`src/rtl/rxls_pkg.sv`:
```
package rxls_pkg;

    localparam int DATA_W = 8;

    localparam int LSR_DR  = 0;
    localparam int LSR_OE  = 1;
    localparam int LSR_PE  = 2;
    localparam int LSR_FE  = 3;
    localparam int LSR_BI  = 4;
    localparam int LSR_ERR = 7;

    typedef enum logic [2:0] {
        FR_IDLE,
        FR_START,
        FR_DATA,
        FR_PARITY,
        FR_STOP,
        FR_STOP2,
        FR_BRKWAIT
    } fr_state_t;

    typedef enum logic [1:0] {
        RP_IDLE,
        RP_MODEM,
        RP_LINE
    } rp_state_t;

    typedef struct packed {
        logic [DATA_W-1:0] data;
        logic              perr;
        logic              ferr;
        logic              brk;
    } rx_word_t;

endpackage

```
`src/rtl/rx_framer.sv`:
```
module rx_framer
    import rxls_pkg::*;
#(
    parameter int OSR = 16
) (
    input  logic       clk,
    input  logic       rst_n,
    input  logic       tick,
    input  logic       rxd,
    input  logic [5:0] lcr,
    output logic       word_done,
    output rx_word_t   word
);
    localparam int CW        = $clog2(OSR);
    localparam int IW        = $clog2(DATA_W);
    localparam int MID_LAST  = OSR / 2 - 1;
    localparam int FULL_LAST = OSR - 1;

    fr_state_t         state_q, state_d;
    logic [CW-1:0]     cnt_q;
    logic [IW-1:0]     idx_q;
    logic [DATA_W-1:0] shreg_q;
    logic              par_q;
    logic              zero_q;

    logic          mid_hit, bit_hit;
    logic [IW-1:0] last_idx;
    logic          pen, eps, stick, two_stop;
    logic          dpar, exp_par, is_break;

    assign mid_hit  = tick && (cnt_q == CW'(MID_LAST));
    assign bit_hit  = tick && (cnt_q == CW'(FULL_LAST));
    assign last_idx = IW'(4) + IW'(lcr[1:0]);
    assign pen      = lcr[3];
    assign eps      = lcr[4];
    assign stick    = lcr[5];
    assign two_stop = lcr[2] && (lcr[1:0] != 2'b00);
    assign dpar     = ^shreg_q;
    assign exp_par  = stick ? ~eps : (eps ? dpar : ~dpar);
    assign is_break = zero_q && !rxd;

    // next state
    always_comb begin
        state_d = state_q;
        unique case (state_q)
            FR_IDLE:    if (tick && !rxd) state_d = FR_START;
            FR_START:   if (mid_hit) state_d = rxd ? FR_IDLE : FR_DATA;
            FR_DATA:    if (bit_hit && idx_q == last_idx)
                            state_d = pen ? FR_PARITY : FR_STOP;
            FR_PARITY:  if (bit_hit) state_d = FR_STOP;
            FR_STOP: begin
                if (bit_hit) begin
                    if (is_break)             state_d = FR_BRKWAIT;
                    else if (rxd && two_stop) state_d = FR_STOP2;
                    else                      state_d = FR_IDLE;
                end
            end
            FR_STOP2:   if (bit_hit) state_d = FR_IDLE;
            FR_BRKWAIT: if (tick && rxd) state_d = FR_IDLE;
            default:    state_d = FR_IDLE;
        endcase
    end

    // state register
    always_ff @(posedge clk or negedge rst_n) begin
        if (!rst_n) state_q <= FR_IDLE;
        else        state_q <= state_d;
    end

    // datapath and outputs
    always_ff @(posedge clk or negedge rst_n) begin
        if (!rst_n) begin
            cnt_q     <= '0;
            idx_q     <= '0;
            shreg_q   <= '0;
            par_q     <= 1'b0;
            zero_q    <= 1'b0;
            word_done <= 1'b0;
            word      <= '0;
        end else begin
            word_done <= 1'b0;
            if (tick) begin
                unique case (state_q)
                    FR_IDLE: cnt_q <= '0;
                    FR_START: begin
                        if (cnt_q == CW'(MID_LAST)) begin
                            cnt_q   <= '0;
                            idx_q   <= '0;
                            shreg_q <= '0;
                            par_q   <= 1'b0;
                            zero_q  <= 1'b1;
                        end else begin
                            cnt_q <= cnt_q + 1'b1;
                        end
                    end
                    FR_DATA: begin
                        if (cnt_q == CW'(FULL_LAST)) begin
                            cnt_q          <= '0;
                            shreg_q[idx_q] <= rxd;
                            zero_q         <= zero_q & ~rxd;
                            idx_q          <= idx_q + 1'b1;
                        end else begin
                            cnt_q <= cnt_q + 1'b1;
                        end
                    end
                    FR_PARITY: begin
                        if (cnt_q == CW'(FULL_LAST)) begin
                            cnt_q  <= '0;
                            par_q  <= rxd;
                            zero_q <= zero_q & ~rxd;
                        end else begin
                            cnt_q <= cnt_q + 1'b1;
                        end
                    end
                    FR_STOP: begin
                        if (cnt_q == CW'(FULL_LAST)) begin
                            cnt_q      <= '0;
                            word.data  <= shreg_q;
                            word.perr  <= pen && (par_q != exp_par);
                            word.ferr  <= ~rxd;
                            word.brk   <= is_break;
                            word_done  <= !(rxd && two_stop);
                        end else begin
                            cnt_q <= cnt_q + 1'b1;
                        end
                    end
                    FR_STOP2: begin
                        if (cnt_q == CW'(FULL_LAST)) begin
                            cnt_q     <= '0;
                            word.ferr <= ~rxd;
                            word_done <= 1'b1;
                        end else begin
                            cnt_q <= cnt_q + 1'b1;
                        end
                    end
                    FR_BRKWAIT: cnt_q <= '0;
                    default:    cnt_q <= '0;
                endcase
            end
        end
    end

endmodule

```
`src/rtl/rx_lstat.sv`:
```
module rx_lstat
    import rxls_pkg::*;
(
    input  logic              clk,
    input  logic              rst_n,
    input  logic              word_done,
    input  rx_word_t          word,
    input  logic              rd_data,
    input  logic              rd_status,
    output logic [DATA_W-1:0] rx_data,
    output logic [7:0]        lsr,
    output logic              err_new
);
    logic dr_q, oe_q, pe_q, fe_q, bi_q, er_q;
    logic full, store, ovr, set_pe, set_fe, set_bi;

    assign full   = dr_q && !rd_data;
    assign store  = word_done && !full;
    assign ovr    = word_done && full;
    assign set_pe = store && word.perr;
    assign set_fe = store && word.ferr;
    assign set_bi = store && word.brk;

    assign err_new = (ovr && !oe_q) || (set_pe && !pe_q) ||
                     (set_fe && !fe_q) || (set_bi && !bi_q);

    always_ff @(posedge clk or negedge rst_n) begin
        if (!rst_n) begin
            rx_data <= '0;
            dr_q    <= 1'b0;
            oe_q    <= 1'b0;
            pe_q    <= 1'b0;
            fe_q    <= 1'b0;
            bi_q    <= 1'b0;
            er_q    <= 1'b0;
        end else begin
            if (store) begin
                rx_data <= word.data;
                dr_q    <= 1'b1;
            end else if (rd_data) begin
                dr_q <= 1'b0;
            end
            if (ovr)            oe_q <= 1'b1;
            else if (rd_status) oe_q <= 1'b0;
            if (set_pe)         pe_q <= 1'b1;
            else if (rd_status) pe_q <= 1'b0;
            if (set_fe)         fe_q <= 1'b1;
            else if (rd_status) fe_q <= 1'b0;
            if (set_bi)         bi_q <= 1'b1;
            else if (rd_status) bi_q <= 1'b0;
            if (set_pe || set_fe || set_bi) er_q <= 1'b1;
            else if (rd_status)             er_q <= 1'b0;
        end
    end

    always_comb begin
        lsr          = '0;
        lsr[LSR_DR]  = dr_q;
        lsr[LSR_OE]  = oe_q;
        lsr[LSR_PE]  = pe_q;
        lsr[LSR_FE]  = fe_q;
        lsr[LSR_BI]  = bi_q;
        lsr[LSR_ERR] = er_q;
    end

endmodule

```
`src/rtl/rx_report.sv`:
```
module rx_report
    import rxls_pkg::*;
#(
    parameter int DELTA_W = 4
) (
    input  logic       clk,
    input  logic       rst_n,
    input  logic       err_new,
    input  logic [7:0] msr,
    input  logic [7:0] lsr,
    output logic       rpt_valid,
    output logic       rpt_sel,
    output logic [7:0] rpt_byte
);
    rp_state_t          state_q, state_d;
    logic [DELTA_W-1:0] dprev_q;
    logic               pend_q;
    logic               delta_new, trig;

    assign delta_new = |(msr[DELTA_W-1:0] & ~dprev_q);
    assign trig      = err_new || delta_new;

    always_comb begin
        state_d = state_q;
        unique case (state_q)
            RP_IDLE:  if (trig) state_d = RP_MODEM;
            RP_MODEM: state_d = RP_LINE;
            RP_LINE:  state_d = (pend_q || trig) ? RP_MODEM : RP_IDLE;
            default:  state_d = RP_IDLE;
        endcase
    end

    // state register
    always_ff @(posedge clk or negedge rst_n) begin
        if (!rst_n) begin
            state_q <= RP_IDLE;
            dprev_q <= '0;
            pend_q  <= 1'b0;
        end else begin
            state_q <= state_d;
            dprev_q <= msr[DELTA_W-1:0];
            if (state_q == RP_MODEM && trig) pend_q <= 1'b1;
            else if (state_q == RP_LINE)     pend_q <= 1'b0;
        end
    end

    // outputs
    always_comb begin
        rpt_valid = 1'b0;
        rpt_sel   = 1'b0;
        rpt_byte  = 8'h00;
        unique case (state_q)
            RP_MODEM: begin
                rpt_valid = 1'b1;
                rpt_byte  = msr;
            end
            RP_LINE: begin
                rpt_valid = 1'b1;
                rpt_sel   = 1'b1;
                rpt_byte  = lsr;
            end
            default: ;
        endcase
    end

endmodule

```
`src/rtl/rx_line_top.sv`:
```
module rx_line_top
    import rxls_pkg::*;
#(
    parameter int OSR = 16
) (
    input  logic       clk,
    input  logic       rst_n,
    input  logic       rxd,
    input  logic [5:0] lcr,
    input  logic       os_tick,
    input  logic       rd_data,
    input  logic       rd_status,
    input  logic [7:0] msr,
    output logic [7:0] rx_data,
    output logic [7:0] lsr,
    output logic       rpt_valid,
    output logic       rpt_sel,
    output logic [7:0] rpt_byte
);
    logic     word_done;
    rx_word_t word;
    logic     err_new;

    rx_framer #(.OSR(OSR)) u_framer (
        .clk       (clk),
        .rst_n     (rst_n),
        .tick      (os_tick),
        .rxd       (rxd),
        .lcr       (lcr),
        .word_done (word_done),
        .word      (word)
    );

    rx_lstat u_lstat (
        .clk       (clk),
        .rst_n     (rst_n),
        .word_done (word_done),
        .word      (word),
        .rd_data   (rd_data),
        .rd_status (rd_status),
        .rx_data   (rx_data),
        .lsr       (lsr),
        .err_new   (err_new)
    );

    rx_report #(.DELTA_W(4)) u_report (
        .clk       (clk),
        .rst_n     (rst_n),
        .err_new   (err_new),
        .msr       (msr),
        .lsr       (lsr),
        .rpt_valid (rpt_valid),
        .rpt_sel   (rpt_sel),
        .rpt_byte  (rpt_byte)
    );

endmodule

```
`config.mk`:
```
export PLATFORM = sky130hd
export DESIGN_NAME = rx_line_top
export DESIGN_NICKNAME = d
export VERILOG_FILES = /design/src/rtl/rxls_pkg.sv /design/src/rtl/rx_framer.sv /design/src/rtl/rx_lstat.sv /design/src/rtl/rx_report.sv /design/src/rtl/rx_line_top.sv
export SDC_FILE = /design/constraint.sdc
export NUM_CORES = 1
export LEC_CHECK = 0
export ABC_AREA = 1
export BUFFER_PORTS_ARGS = -buffer_cell sky130_fd_sc_hd__buf_2
export CORE_ASPECT_RATIO = 1.5
export CORE_MARGIN = 2
export CORE_UTILIZATION = 61
export CTS_CLUSTER_SIZE = 12
export DETAILED_ROUTE_END_ITERATION = 12
export GPL_TIMING_DRIVEN = 0
export PLACE_DENSITY_LB_ADDON = 0.25
export SLEW_MARGIN = 20
export SYNTH_ARGS = -nofsm -noshare
export SYNTH_HDL_FRONTEND = slang
export SYNTH_SLANG_ARGS = --single-unit
```
`constraint.sdc`:
```
create_clock -name clk -period 3.3 [get_ports clk]
set_clock_uncertainty 0.05 [all_clocks]
set_input_delay 0.33 -clock clk [delete_from_list [all_inputs] [get_ports clk]]
set_output_delay 0.33 -clock clk [all_outputs]
set_load 0.03 [all_outputs]
```
# == Word-level counts from Yosys, hierarchy flattened ==
# Index checks and enable logic that the tools add are counted.
# totals
elab_cells,174
reg_bits,53
# classes
n_eq_ne,26
n_addsub,3
n_mux,55
reduce_logical,61
bitwise_logic,6
n_lt_le_gt_ge,2
# ops
cell,n
$mux W3,12
$pmux W8 S2,2
$ne A2 B1 Y1 const B,14
$mux W1,24
$reduce_bool A2 Y1,12
$logic_and A1 B1 Y1,21
$pmux W3 S7,1
$mux W8,2
$reduce_and A4 Y1,4
$eq A3 B3 Y1 const B,3
$bwmux W8,1
$logic_not A1 Y1,8
$mux W4,2
$pmux W1 S2,4
$pmux W4 S2,1
$reduce_or A4 Y1,2
$reduce_xor A8 Y1,1
$logic_or A1 B1 Y1,7
$reduce_and A7 Y1,1
$eq A3 B2 Y1 const B,2
$mux W2,3
$pmux W2 S3,1
$pmux W3 S2,1
$add A4 B1 Y4 const B,1
20 further kinds,23

# == Logic depth before layout (Yosys ltp) ==
# Gate-level depths: netlist of run 1.
# logic_depth
depth_word,13
ltp_mapped,11
mapped_depth_nobuf,11

# == By module ==
# From an unflattened synthesis of run 1, not the netlist that was laid out.
# unflattened
hier_cells,413
area_unflattened_um2,3057.9
# by_module_without_submodules
mod,area_per_inst_um2,seq_area_each_um2,cells_each,instances
rx_framer,1890.6,800.8,264,1
rx_lstat,668.1,350.3,78,1
rx_report,499.2,175.2,71,1

# == Worst setup path after synthesis of run 1 ==
# No wires, ideal clock.
# synth_timing
kind,reg2out
start,reg u_report.state_q[0]
end,out rpt_byte[1]
stages_incl_launch_ff,6
arrival_time_ns,2.026
path_slack_ns,0.894
t_required_ns,2.920
cell_sequence,dfrtp_1 -> inv_1 -> ha_1 -> clkbuf_1 -> nand2_1 -> o21ai_0
# synth_via
elab_chain_len,2
elab_cells_between_ends,3
classes_between,eq/ne (2); mux (1)
# synth_rtl
item,line,rtl
start: declaration,rx_report.sv:15,"rp_state_t state_q, state_d;"
start signal: assignment,rx_report.sv:40,state_q <= state_d;
$eq A2 B2 Y1 or $eq A2 B1 Y1 (tied branches),rx_report.sv:52,unique case (state_q)
$pmux W8 S2 *,rx_report.sv:52,
end: declaration,rx_line_top.sv:18,output logic [7:0] rpt_byte
# Every way passes the cells marked *; elsewhere a longest branch is shown, timed or not.

# == Worst setup path in the final report of run 1 ==
# layout_timing
start,reg u_report.state_q[0]
end,out rpt_byte[2]
# The elaborated chain is that of the path after synthesis.

==> results of run 1 <==
## per-stage QoR
stage	setup WS [ns]	cells
final	0.887	525
after global routing	0.721	525
after CTS	0.891	525
after detailed placement	1.23	517
after global placement	1.28	517
after floorplan	0.894	409
## power by group through the flow
stage / registers [mW] / clock network (mW) / logic (mW)
after CTS: 0.798 / 0.386 / 0.815
final: 0.798 / 0.371 / 0.812
after detailed placement: 0.811 / 0 / 0.809
after floorplan: 0.793 / 0 / 0.641
after global placement: 0.808 / 0 / 0.791
after global routing: 0.808 / 0.412 / 0.937
## synth_stat cells, drive strengths merged, types with 2 or more instances
cell type / count / area, µm²
nand2: 135 / 522
inv: 55 / 206
dfrtp: 53 / 1330
o21ai: 44 / 254
nor2: 38 / 153
nand3: 23 / 120
buf: 15 / 108
nand4: 13 / 81.3
a21oi: 9 / 48.8
ha: 7 / 87.6
clkbuf: 4 / 18.8
nor3: 3 / 15.0
o31ai: 2 / 20.0
## layer usage
layer  GRT usage  vias up  share of wire  routed length (µm)
met5           0        -              0                   0
met4      0.0922        0          0.025                 146
met3      0.0360       13          0.038                 218
met2       0.414       68           0.52                3010
met1       0.276     1195           0.42                2410
li1            -     1379              -                   -
## layout make-up
type | instances | area, µm² | share of cell area
clock buffer | 5 | 68.8 | 0.0202
buffer | 19 | 126 | 0.0371
timing repair buffer | 42 | 213 | 0.0625
multi-input combinational | 282 | 1360 | 0.399
sequential | 53 | 1330 | 0.389
inverter | 55 | 206 | 0.0606
tap | 66 | 82.6 | 0.0242
clock inverter | 3 | 25.0 | 0.00735
## worst reg2reg max path: stages, from the launching register on
cell and delay (ns):
dfrtp_1 0.41, ha_1 0.22, nand2_1 0.10, inv_1 0.04, nand2_1 0.17, nor2_2 0.08
nand2_1 0.08, clkbuf_1 0.29, nand2_1 0.12, o31ai_2 0.08
## path summary, 6_finish.rpt
check / slack [ns] / endpoint / startpoint
max in group asynchronous: 2.78 / u_framer.par_q$_DFFE_PN0P_ / rst_n
hold / removal: -0.01 / u_report.state_q[1]$_DFFE_PN0P_ / rst_n
hold reg to reg: 0.43 / u_lstat.rx_data[6]$_DFFE_PN0N_ / u_lstat.rx_data[6]$_DFFE_PN0N_
setup reg to reg: 1.59 / u_framer.word[0]$_DFFE_PN0P_ / u_framer.cnt_q[0]$_DFFE_PN0P_
setup / recovery: 0.89 / rpt_byte[2] / u_report.state_q[0]$_DFFE_PN0P_
min in group clk: 0.11 / u_report.dprev_q[2]$_DFF_PN0_ / msr[2]
## logic make-up after synthesis
group / Yosys count / synth area share
AO/OA/AOI/OAI: 59 / 0.118
XOR/XNOR: 2 / 0.00582
buffers and inverters: 74 / 0.110
adder cells (fa/ha/maj): 7 / 0.0291
AND/OR/NAND/NOR: 212 / 0.296
flip-flops: 53 / 0.440
other: 1 / 0.00124
## state kept, by name, indices dropped and copies added, names as in the netlist
register            cells
u_framer.word          11
u_framer.shreg_q        8
u_lstat.rx_data         8
u_framer.cnt_q          4
u_report.dprev_q        4
u_framer.idx_q          3
u_framer.state_q        3
u_report.state_q        2
u_framer.par_q          1
u_framer.word_done      1
u_framer.zero_q         1
u_lstat.bi_q            1
u_lstat.dr_q            1
u_lstat.er_q            1
u_lstat.fe_q            1
u_lstat.oe_q            1
u_lstat.pe_q            1
u_report.pend_q         1
==> summary.md, run 1 <==
| Metric | Value |
|---|---|
| Outcome | complete, but fails checks |
| Failing checks | negative hold slack |
| CTS clk-pin slew, worst paths | approximately 0.090 ns |
| Fin Hold WS | -0.0102 ns |
| Final core occ | 0.708 |
| Post-cts sizing count | 0 |
| WS Path Type | register to output pin |
| Cell variety after synth | 33 |
| Drt drc | 0 |
| DPL Wire Length | roughly 4500 µm |
| Chip width | 61.4 µm |
| Tcrit/Tclk final | 0.731 |
| Area grow syn2layout | 13.0% |
| Setup TNS | 0 ns |
| Worst path arrival time | a little over 2 ns |
| Cell Rows | 31 |
| DRT Wirelength | 5790 µm |
| Combinational share of power | 0.410 |
| Max Freq | 0.414 GHz |
| DRT antenna net count | 0 |
| PD cells | between 500 and 600 nW/µm² |
| Critical path launch point type | register |
| CP Buf/Inv Count | 3 |
| Initial core utilization | 0.626 |
| Hold Fails Final Rpt | 5 |
| Relative slew margins | 0.568 |
| Post-cts hold buffer count | 0 |
| Vias post-DR | between 2k and 3k |
| Synth warn | 0 |
| TritonCTS buffer count | 5 |
| Sw Ratio | 0.425 |
| Clk sinks | 53 |
| Setup Buffers After CTS | 0 |
| Post-synth ARST share | 1.00 |
| CTS tree | built |
| Sw Pwr | approximately 840 µW |
| Most frequent cells in the layout | nand2_1 (131), dfrtp_1 (53), inv_1 (52), buf_2 (46), nor2_1 (36) |
| Skew-Pair Late Insertion Delay | between 0.3 and 0.4 ns |
| Core area | 4810 µm² |
| Die height | roughly 90 µm |
| CTS max path bufs | 2 |
| Worst path required time | slightly below 3 ns |
| Max-cap violations | 0 |
| Critical path fanouts, max | 9 |
| Mean area per synthesized cell | about 7.4 µm² |
| Ys flop type | dfrtp_1 |
| Area of the die | 5530 µm² |
| Cell Area, Placed | between 3000 and 4000 µm² |
| DR WL/cell | ~11 µm |
| Slew at the pin closest to its max-slew limit | 0.648 ns |
| Layout cell share with drive strength beyond 1 | 0.192 |
| Mapped Area | 3010 µm² |
| Total Power | around 2 mW |
| Slowest CP cell | dfrtp_1 |
| Critical-path cell list | inv_1 > ha_1 > clkbuf_1 > nand2_1 > o21ai_0 > buf_2 |
| Vias per cell | approximately 5.1 |
| Internal power | 1.14 mW |
| I/O Buffers | 42 |
| Ant. Diodes | 0 |
| Fin. max-slew vios | 0 |
| Final setup viols | 0 |
| Static Leak | a little under 2 nW |
| Initial antenna violation count | 0 |
| Max incr delay on CP | between 0.4 and 0.5 ns |
| Post-layout nets | around 490 |
| Vias in the first global route | roughly 2.6k |
| Synthesis-stage register bit count | 53 |
| Global-route wire length before repair | 10300 µm |
| RSZ-0062 raised after global routing | false |
| IO Count | 46 |
| Placer Congestion | between 0.8 and 0.9 |
| Max VDD drop | ~0.37 mV |
| Register share of total power | 0.403 |
| Final instance area | 3410 µm² |
| Register area share after synthesis | 0.440 |
| Gate Count Post-Synth | approximately 410 |
| Hold crit path type | input port to asynchronous set/reset pin |
| Max H-tree Level | 2 |
| GR Util All Layers | 0.236 |
| Kind of cell adding the most delay to the critical path | buffers and inverters |
| Largest net degree at the start of global routing | 54 |
| Critical path depth | 6 |
| Post-synth EDFFs | 0 |
| Remaining global-route overflow | 0 |
| Clock network power share | 0.187 |
| Tmin final | roughly 2.4 ns |
| CTS root buf | clkbuf_8 |
| Worst Setup End Kind | output pin |
| Drt pass-1 iters | 4 |
| Reg2reg path depth | 9 |
| Filler Cell Count | around 400 |
| Iter 0 DRT Violations | approximately 110 |
| Most common cell after layout, fill and taps aside | nand2_1 |
Power figures use the tool's default switching activity.
==> run 2, diff against run 1 <==
--- a/config.mk
+++ b/config.mk
@@ -5,11 +5,11 @@
 export SDC_FILE = /design/constraint.sdc
 export NUM_CORES = 1
 export LEC_CHECK = 0
-export ABC_AREA = 1
+export ABC_AREA = 0
 export BUFFER_PORTS_ARGS = -buffer_cell sky130_fd_sc_hd__buf_2
 export CORE_ASPECT_RATIO = 1.5
 export CORE_MARGIN = 2
-export CORE_UTILIZATION = 61
+export CORE_UTILIZATION = 51
 export CTS_CLUSTER_SIZE = 12
 export DETAILED_ROUTE_END_ITERATION = 12
 export GPL_TIMING_DRIVEN = 0
==> constraint.sdc (replaced) <==
create_clock -name clk -period 2.1 [get_ports clk]
set_clock_uncertainty 0.05 [all_clocks]
set_input_delay 0.21 -clock clk [delete_from_list [all_inputs] [get_ports clk]]
set_output_delay 0.21 -clock clk [all_outputs]
set_load 0.03 [all_outputs]
==> run 2 against run 1 <==
  * The run now ends clean
  * Via count down 18%
  * Wire length down 1.7%
  * Die area up 15%
  * Core utilization down 9.2 points
  * First-iteration DRC count down 54%
  * Cell area down 0.73%
  * Register-to-register slack worse by 1.5 ns
  * Setup slack worse by 0.77 ns
  * Global-route usage down 4.5 points
  * Power up 60%
  * Critical path depth down 1
  * Largest power group unchanged
  * Highest routed layer unchanged
==> summary.md, run 2 <==
| Metric | Value |
|---|---|
| Hold path depth | 2 |
| WS Path Type | register to register |
| Total Power | ~3.2 mW |
| Most used cell, CP | clkbuf_1 |
| Placer Congestion | around 0.84 |
| Die height | approximately 97 µm |
| Layout cell share with drive strength beyond 1 | 0.252 |
| Cell Area, Placed | 3220 µm² |
| Vias post-DR | roughly 2.2k |
| Relative slew margins | 0.562 |
| Max H-tree Level | 2 |
| Synth top area cells | dfrtp_1 (46%), mux2_1 (3.9%), nand2_1 (3.5%) |
| CTS tree | built |
| Critical path fanouts, max | 10 |
| Max-cap violations | 0 |
| Remaining global-route overflow | 0 |
| Vias in the first global route | 2092 |
| Area grow syn2layout | 16.1% |
| Slew at the pin closest to its max-slew limit | roughly 0.66 ns |
| Post-layout nets | 363 |
| Mean area per synthesized cell | 10.4 µm² |
| Synth warn | 0 |
| Max Freq | approximately 0.50 GHz |
| Gate Count Post-Synth | 281 |
| Post-synth top cells | dfrtp_1 (53), nand2_1 (27), inv_1 (17) |
| Synth Area in XOR/XNOR | 0.0391 |
| Worst Setup End Kind | register |
| Setup WS post-layout | 0.114 ns |
| Mux cell area share after synthesis | 0.104 |
| Chip width | 65.7 µm |
| Static Leak | around 1.7 nW |
| GR Util All Layers | 0.191 |
| I/O Buffers | 42 |
| Critical path depth | 5 |
| Clk sinks | 53 |
| Critical path launch point type | register |
| CP Buf/Inv Count | 2 |
| Kind of cell adding the most delay to the critical path | buffers and inverters |
| Hold Fails Final Rpt | 0 |
| Core area | around 5500 µm² |
| Worst path required time | 2.23 ns |
| Initial core utilization | 0.530 |
| Largest net degree at the start of global routing | 54 |
| Cell Rows | 33 |
| Final instance area | 3380 µm² |
| Ant. Diodes | 0 |
| Top-area cell type share of the netlist area | 0.455 |
| Max reg flops | 11 |
| Biggest regs | u_framer.word: 11 flops, u_framer.shreg_q: 8 flops, u_lstat.rx_data: 8 flops |
| Max VDD drop | around 0.66 mV |
| Area leader, netlist | dfrtp_1 |
| Area of the die | approximately 6300 µm² |
| Hold crit path type | input port to register |
| PD cells | ~940 nW/µm² |
| Post-synth ARST share | 1.00 |
| CTS clk-pin slew, worst paths | ~0.1 ns |
| Synthesis-stage register bit count | 53 |
| Fin. max-slew vios | 0 |
| Tcrit/Tclk final | 0.946 |
| Register area share after synthesis | 0.455 |
| Most frequent cells in the layout | dfrtp_1 (53), buf_2 (46), nand2_1 (27), inv_1 (17), nor2b_1 (13) |
| Skew-Pair Late Insertion Delay | 0.31 ns |
| Compound-Gate Fraction of Synth Area | 0.123 |
| Outcome | completed |
| TritonCTS buffer count | 5 |
| DR WL/cell | approximately 14 µm |
| Tmin final | slightly below 2 ns |
| Global-route wire length before repair | approximately 9300 µm |
| DRT antenna net count | 0 |
| DPL Wire Length | between 4000 and 5000 µm |
| Critical-path cell list | clkbuf_1 > clkbuf_1 > nand3_1 > o311ai_1 > o41ai_1 |
| Final setup viols | 0 |
| Most flops, register | u_framer.word |
| Post-synth EDFFs | 0 |
| Ys flop type | dfrtp_1 |
| Filler Cell Count | roughly 470 |
| Largest family of logic cells by synthesized area | simple AND/OR/NAND/NOR gates |
| Drt drc | 0 |
| Post-Synth Adder-Cell Area | 0.0301 |
| Simple-gate portion of the synthesized area | 0.180 |
| CTS root buf | clkbuf_8 |
| Cell variety after synth | 55 |
| DRT Wirelength | approximately 5700 µm |
| Vias per cell | about 5.4 |
| Iter 0 DRT Violations | 49 |
| Count leader, synth | dfrtp_1 |
| Drt pass-1 iters | 4 |
| Initial antenna violation count | 0 |
| CTS max path bufs | 2 |
| Most common cell after layout, fill and taps aside | dfrtp_1 |
| Max incr delay on CP | ~0.4 ns |
| Slowest CP cell | clkbuf_1 |
| Worst path arrival time | roughly 2.1 ns |
| DP Worst Slack | -0.00306 ns |
| Reg2reg path depth | 5 |
| Mapped Area | between 2000 and 3000 µm² |
| IO Count | 46 |
run 2: cell types whose count changed in the layout (fill, tap and decap cells not counted), sizes merged, moves of 5 or more:
cell	change
nor2b	+13
xnor2	+10
mux2	+18
mux2i	+10
nor2	-32
nand3	-15
nand4	-9
o21ai	-33
inv	-39
dlygate4sd3	+5
nand2	-107
nand2b	+7
a22oi	+7
run 2: logic make-up (layout without fill, tap and decap cells):
| kind of cell | Yosys count | after routing |
|---|---|---|
| compound gates | 50 | 50 |
| xor+xnor | 13 | 13 |
| fa+ha+maj | 7 | 7 |
| buf+inv | 41 | 96 |
| flops | 53 | 53 |
| mux | 28 | 28 |
| other cells | 1 | 2 |
| simple gates | 88 | 88 |
run 2: timing repair:
action	CTS	global route
pin swaps	0	2
hold buffers	5	0
endpoints found under the hold margin	57	0
gates resized for setup	1	5
setup buffers	0	1
endpoints found under the setup margin	4	25
run 2: worst paths after layout:
kind / from / slack, ns / end
min in group asynchronous: rst_n / 0.41 / u_framer.state_q[0]$_DFFE_PN0P_
hold reg to reg: u_framer.word[8]$_DFFE_PN0P_ / 0.44 / u_framer.word[8]$_DFFE_PN0P_
max in group asynchronous: rst_n / 1.13 / u_lstat.rx_data[1]$_DFFE_PN0N_
setup / recovery: u_framer.state_q[0]$_DFFE_PN0P_ / 0.11 / u_framer.shreg_q[5]$_DFFE_PN0P_
setup reg to reg: u_framer.state_q[0]$_DFFE_PN0P_ / 0.11 / u_framer.shreg_q[5]$_DFFE_PN0P_
hold / removal: rd_status / 0.1 / u_lstat.fe_q$_DFFE_PN0P_
run 2: report_power, final:
part | leakage (nW) | total [mW] | switching (mW) | internal (mW)
Clock | 0.0374 | 0.566 | 0.331 | 0.235
Combinational | 0.931 | 1.35 | 0.843 | 0.511
Sequential | 0.701 | 1.25 | 0.110 | 1.14
run 2: routing by layer:
layer	global-route usage	wire (µm)	part of all wire
met5	0	0	0
met4	0.0677	66	0.012
met3	0.0336	211	0.037
met2	0.363	3080	0.54
met1	0.210	2340	0.41
run 2: cell type report:
class / count / area [µm²] / share of cell area
multi-input cells: 188 / 1410 / 0.418
flip-flops and latches: 53 / 1330 / 0.392
repair buffers: 48 / 270 / 0.0799
plain buffers: 23 / 131 / 0.0389
well taps: 70 / 87.6 / 0.0259
clock buffers: 6 / 72.6 / 0.0215
inverters: 17 / 63.8 / 0.0189
clock inverters: 2 / 15.0 / 0.00444
run 2: stage by stage:
stage	utilization	TNS, ns	hold slack, ns	std cells
finish	0.616	0	0.0988	407
global route	0.616	-0.0126	0.106	407
CTS	0.611	0	0.0922	407
detailed placement	0.586	-0.00306	0.236	394
global placement	0.585	0	0.294	394
floorplan	-	0	-0.136	282
